--- config.mk ---
export PLATFORM = sky130hd
export DESIGN_NAME = row_hist_accum
export DESIGN_NICKNAME = d
export VERILOG_FILES = /design/src/rtl/hist_pkg.sv /design/src/rtl/row_store.sv /design/src/rtl/row_sweep.sv /design/src/rtl/row_hist_accum.sv
export SDC_FILE = /design/constraint.sdc
export NUM_CORES = 1
export LEC_CHECK = 0
export ABC_AREA = 1
export BUFFER_PORTS_ARGS = -buffer_cell sky130_fd_sc_hd__buf_2
export CORE_MARGIN = 4
export CORE_UTILIZATION = 45
export DETAILED_ROUTE_END_ITERATION = 7
export PLACE_DENSITY = 0.66
export SLEW_MARGIN = 15
export SYNTH_ARGS = -nofsm -noshare
export SYNTH_HDL_FRONTEND = slang
export SYNTH_SLANG_ARGS = --single-unit
--- constraint.sdc ---
create_clock -name clk -period 7.7 [get_ports clk]
set_input_delay 0 -clock clk [delete_from_list [all_inputs] [get_ports clk]]
set_output_delay 0 -clock clk [all_outputs]
set_load 0.05 [all_outputs]
--- src/rtl/hist_pkg.sv ---
package hist_pkg;
  localparam int MAX_LANES = 16;

  // Number of active lanes in a batch (upper unused bits must be zero).
  function automatic logic [4:0] lane_sum(input logic [MAX_LANES-1:0] v);
    logic [4:0] s;
    s = '0;
    for (int i = 0; i < MAX_LANES; i++) s = s + {4'd0, v[i]};
    return s;
  endfunction
endpackage

--- src/rtl/row_store.sv ---
module row_store #(
  parameter int DEPTH = 32,
  parameter int DW    = 6,
  localparam int AW   = $clog2(DEPTH)
) (
  input  logic          clk,
  input  logic          we,
  input  logic [AW-1:0] waddr,
  input  logic [DW-1:0] wdata,
  input  logic [AW-1:0] raddr,
  output logic [DW-1:0] rdata
);
  logic [DW-1:0] mem [DEPTH];

  // Read-before-write on a shared address; the caller bypasses.
  always_ff @(posedge clk) begin
    if (we) mem[waddr] <= wdata;
    rdata <= mem[raddr];
  end
endmodule

--- src/rtl/row_sweep.sv ---
module row_sweep #(
  parameter int DEPTH = 32,
  localparam int AW   = $clog2(DEPTH)
) (
  input  logic          clk,
  input  logic          rst_n,
  input  logic          go,
  output logic          busy,
  output logic [AW-1:0] addr
);
  logic last_row;
  assign last_row = (addr == AW'(DEPTH-1));

  always_ff @(posedge clk or negedge rst_n) begin
    if (!rst_n) begin
      busy <= 1'b0;
      addr <= '0;
    end else if (!busy) begin
      if (go) begin
        busy <= 1'b1;
        addr <= '0;
      end
    end else if (last_row) begin
      busy <= 1'b0;
    end else begin
      addr <= addr + 1'b1;
    end
  end

  // the sweep starts at row zero and stops after the last row
  p_sweep_start_r6: assert property (@(posedge clk) disable iff (!rst_n)
    $rose(busy) |-> addr == '0);
  p_sweep_end_r6: assert property (@(posedge clk) disable iff (!rst_n)
    (busy && last_row) |=> !busy);
endmodule

--- src/rtl/row_hist_accum.sv ---
module row_hist_accum #(
  parameter int WIN_W = 32,
  parameter int WIN_H = 32,
  parameter int LANES = 4,
  localparam int RAW  = $clog2(WIN_H),
  localparam int CW   = $clog2(WIN_W) + 1,
  localparam int TW   = $clog2(WIN_W * WIN_H) + 1
) (
  input  logic             clk,
  input  logic             rst_n,
  input  logic             clr_go,
  output logic             clr_busy,
  input  logic             pix_valid,
  input  logic [LANES-1:0] pix,
  input  logic [RAW-1:0]   row_idx,
  input  logic [RAW-1:0]   rd_row,
  output logic [CW-1:0]    rd_count,
  output logic [TW-1:0]    total
);
  import hist_pkg::*;

  // Named internal events
  logic           accept;
  logic [4:0]     batch_sum;
  logic [RAW-1:0] rd_addr;
  logic [CW-1:0]  mem_q;
  logic [RAW-1:0] sweep_addr;

  logic           s1_we;
  logic [RAW-1:0] s1_row;
  logic [CW-1:0]  s1_inc;

  logic           fw_v;
  logic [RAW-1:0] fw_row;
  logic [CW-1:0]  fw_data;
  logic           fw_hit;
  logic [CW-1:0]  base;
  logic [CW-1:0]  upd;

  logic           wr_en;
  logic [RAW-1:0] wr_addr;
  logic [CW-1:0]  wr_data;

  assign accept    = pix_valid && !clr_busy && !clr_go;
  assign batch_sum = lane_sum(MAX_LANES'(pix));
  assign rd_addr   = accept ? row_idx : rd_row;

  row_sweep #(.DEPTH(WIN_H)) sweep_i (
    .clk(clk), .rst_n(rst_n), .go(clr_go), .busy(clr_busy), .addr(sweep_addr)
  );

  row_store #(.DEPTH(WIN_H), .DW(CW)) store_i (
    .clk(clk), .we(wr_en), .waddr(wr_addr), .wdata(wr_data),
    .raddr(rd_addr), .rdata(mem_q)
  );

  // Stage 1: registered address, enable and increment
  always_ff @(posedge clk or negedge rst_n) begin
    if (!rst_n) begin
      s1_we  <= 1'b0;
      s1_row <= '0;
      s1_inc <= '0;
    end else begin
      s1_we  <= accept && (|pix);
      s1_row <= rd_addr;
      s1_inc <= accept ? CW'(batch_sum) : '0;
    end
  end

  // Bypass of the word written on the edge that also read it
  assign fw_hit   = fw_v && (fw_row == s1_row);
  assign base     = fw_hit ? fw_data : mem_q;
  assign upd      = base + s1_inc;
  assign rd_count = base;

  assign wr_en   = clr_busy || s1_we;
  assign wr_addr = clr_busy ? sweep_addr : s1_row;
  assign wr_data = clr_busy ? '0 : upd;

  always_ff @(posedge clk or negedge rst_n) begin
    if (!rst_n) begin
      fw_v    <= 1'b0;
      fw_row  <= '0;
      fw_data <= '0;
    end else begin
      fw_v    <= wr_en;
      fw_row  <= wr_addr;
      fw_data <= wr_data;
    end
  end

  // Window total
  always_ff @(posedge clk or negedge rst_n) begin
    if (!rst_n)      total <= '0;
    else if (clr_go) total <= '0;
    else if (accept) total <= total + TW'(batch_sum);
  end

  // the clear request zeroes the total
  p_clr_zero_total_r7: assert property (@(posedge clk) disable iff (!rst_n)
    clr_go |=> total == '0);
  // nothing is queued for write while the sweep owns the port
  p_ignore_busy_r7: assert property (@(posedge clk) disable iff (!rst_n)
    clr_busy |=> !s1_we || !clr_busy);
  // an empty batch leaves the total untouched
  p_zero_batch_r4: assert property (@(posedge clk) disable iff (!rst_n)
    (pix_valid && !clr_go && !clr_busy && pix == '0) |=> $stable(total));
  // without a clear the total never decreases
  p_total_grows_r5: assert property (@(posedge clk) disable iff (!rst_n)
    !clr_go |=> total >= $past(total));
  // every sweep cycle writes a zero word
  p_clear_write_zero_r6: assert property (@(posedge clk) disable iff (!rst_n)
    clr_busy |-> (wr_en && wr_data == '0));
endmodule

==> impl_results.md <==
- Max IR drop VDD: between 0.0002 and 0.00025 V
- Top Layer Used: met4
- YS warnings: 0
- Iteration-0 DRC Markers: between 500 and 600
- Diode count: 0
- Power per cell area: about 300 mW/mm^2
- Layout cell share with drive strength beyond 1: about a tenth
- Final Wtd Congestion: 0.824
- Vias per std cell: 5.15
- Die X: 162 um
- DIE HEIGHT: between 150 and 200 um
- Sequential fraction of the synthesis area: roughly 64%
- Vias in the first global route: 7139
- H-Tree Depth: 1
- Total grt overflow: 0
- FF+latch count, synth: 236
- IO Pins: 36
- First-pass GRT wire length: 39400 um
- Syn_nets: 1090
- Place WS: 3.80 ns
- Most frequent cells in the layout: nand2_1, nand3_1, edfxtp_1
- Met1 WL: 10900 um
- # fillers: 2035
- CP max stage delay: 0.69 ns
- Die area: about 0.026 sq mm
- CP max stage cell: nand2_2
- Hold_ws: 0.0402 ns
- Worst-path cell chain: inv_2 > nand3_2 > nand2_2 > buf_4 > nand2_2 > buf_4 > nand2_1 > nand3_1 > nand3_1 > nand3_1 > nand2_1 > nand2_1 > nand2_1
- Cells after Synth: 1058
- Status: completed
- WL met3: 1590 um
- Number of nets in the layout: around 1100
- Synth cell types: 31
- Max-cap violation count: 0
- Postcts setup bufs: 0
- # setup viols final: 0
- FP Rows: 56
- Worst-Margin Slew: 0.900 ns
- Port bufs: 35
- Largest fanout on the critical path: 61
- Bufs on Longest Clock Path: 3
- Initial core utilization: 45.7%
- Finished Layout Cells: 1433
- CP arrival: 4.34 ns
- Commonest non-fill, non-tap cell in the layout: nand2_1
- Initial antenna violation count: 0
- Critical Path RT: 8.17 ns
- Crit. End Element: register
- Detailed Place HPWL: roughly 16000 um
- DRT Wirelength: 25100 um
- Static Leak: 5.28 nW
- Setup CP Type: reg2reg
- Slew Viols, Final: 0
- WL per Instance: roughly 18 um
- Total iterations of the first detailed-routing run: 5
- GR Util All Layers: a little under a fifth
- Core Area: 0.0235 sq mm
- Remaining antenna violation count after routing: 0
- Setup TNS: 0 ns
- R2r setup slk: 3.83 ns
- Synthesized area: 0.0107 sq mm
- Layout Skew: 0.0149 ns
- Final WS setup: 3.83 ns
- Slew HR: approximately 40%
- HP Class: in2reg
- Final Cycle Share: 50.3%
- Max Freq: 0.258 GHz
- RSZ-0062 raised after global routing: no
- Synth-to-Final Area Change: 13.3%
- Root buffer cell: clkbuf_16
- Clk sink count: 236
- Final Critical Period: slightly below 4 ns
- Final Hold Fails: 0
- CP Launch Type: register
- Number of instances in the placed design: 1379
- Clock slew at reported path FFs: ~0.060 ns
- Total CTS buffers: 26
- Most used cell, CP: nand2_1
- CTS tree: yes
- Residual DRC: 0
- Detail Route met2 WL: 11800 um
- Vias: 7382
- Syn_area_per_cell: between 10 and 15 sq um
- Largest net degree at the start of global routing: 62
- Worst skew pair latency: 0.53 ns
[cell families (layout without fill, tap and decap cells)]
logic type	Yosys count	after routing	share of synthesized area [%]
simple gates	532	532	23.2
flops	236	236	63.8
fa+ha+maj	14	14	1.84
mux	2	2	0.210
compound gates	37	37	1.91
xor+xnor	3	3	0.245
buf+inv	234	290	8.80
[per-layer routing]
metal | track usage [%] | vias up
met3 | 2.89 | 57
li1 | - | 3558
met2 | 30.5 | 262
met5 | 0 | -
met4 | 6.96 | 0
met1 | 26.7 | 3505
[path summary, 6_finish.rpt]
check	endpoint	from	cells after the start
max in group asynchronous	sweep_i.addr[4]	rst_n	2
hold reg to reg	total[5]	total[5]	1
min in group asynchronous	total[2]	rst_n	2
hold / removal	store_i.rdata[3]	row_idx[4]	4
setup / recovery	store_i.rdata[3]	sweep_i.busy	13
setup reg to reg	store_i.rdata[3]	sweep_i.busy	13
[worst max-delay path, delay by kind of cell (launching register included)]
family / cells / cell delay (ns)
buffers and inverters: 3 / 1.34
DFF: 1 / 0.57
and+or+nand+nor: 10 / 1.90
[layout make-up]
cell class | count | area, sq um | share of cell area (%)
Sequential cell | 236 | 6840 | 56.3
Multi-Input combinational cell | 588 | 2950 | 24.3
Clock buffer | 32 | 726 | 5.98
Inverter | 189 | 709 | 5.85
Tap cell | 319 | 399 | 3.29
Timing Repair Buffer | 53 | 325 | 2.68
Clock inverter | 16 | 186 | 1.54
[sequential cells by signal, summed over array words and instances (netlist names)]
name           cells
fw_data            6
s1_we              1
store_i.rdata      6
s1_row             5
total             11
sweep_i.addr       5
fw_v               1
s1_inc             3
fw_row             5
sweep_i.busy       1
store_i.mem      192
[repair_timing]
action                                 4_1_cts  5_1_grt
hold buffers                                 6        0
resized for setup                            0        0
endpoints found under the hold margin       50        0
[stage by stage]
step | cell area, sq um | utilization, % | power, mW
4_1_cts | 12100 | 51.7 | 3.63
3_3_place_gp | 11200 | 47.6 | 2.34
6_report | 12100 | 51.7 | 3.62
3_5_place_dp | 11200 | 47.6 | 2.35
2_1_floorplan | 10700 | - | 2.11
5_1_grt | 12100 | 51.7 | 3.77
[report_power, final]
part | switching, mW | total (mW) | leakage, nW | internal, mW
Combinational | 0.537 | 0.704 | 2.52 | 0.167
Clock | 0.507 | 1.28 | 0.439 | 0.777
Sequential | 0.0535 | 1.63 | 2.33 | 1.58
[cell usage after synthesis, drive strengths merged]
cell    instances  share of area [%]
buf            28                1.6
a32o            1              0.093
nand4           3               0.18
nor3            4               0.19
o21ai          22                1.1
a21boi          1              0.070
xor2            3               0.25
inv           189                6.6
dfxtp           6                1.1
ha             11                1.3
nand3b         54                3.8
nor2           63                2.2
edfxtp        192                 54
nor3b           1              0.070
a21oi          12               0.56
or2             3               0.18
clkbuf         17               0.60
nand3         195                9.2
dfrtp          38                8.9
mux2            2               0.21
nand2         209                7.4
o22ai           1              0.058
fa              3               0.56
Note: power is estimated with default switching activity, not from simulation.
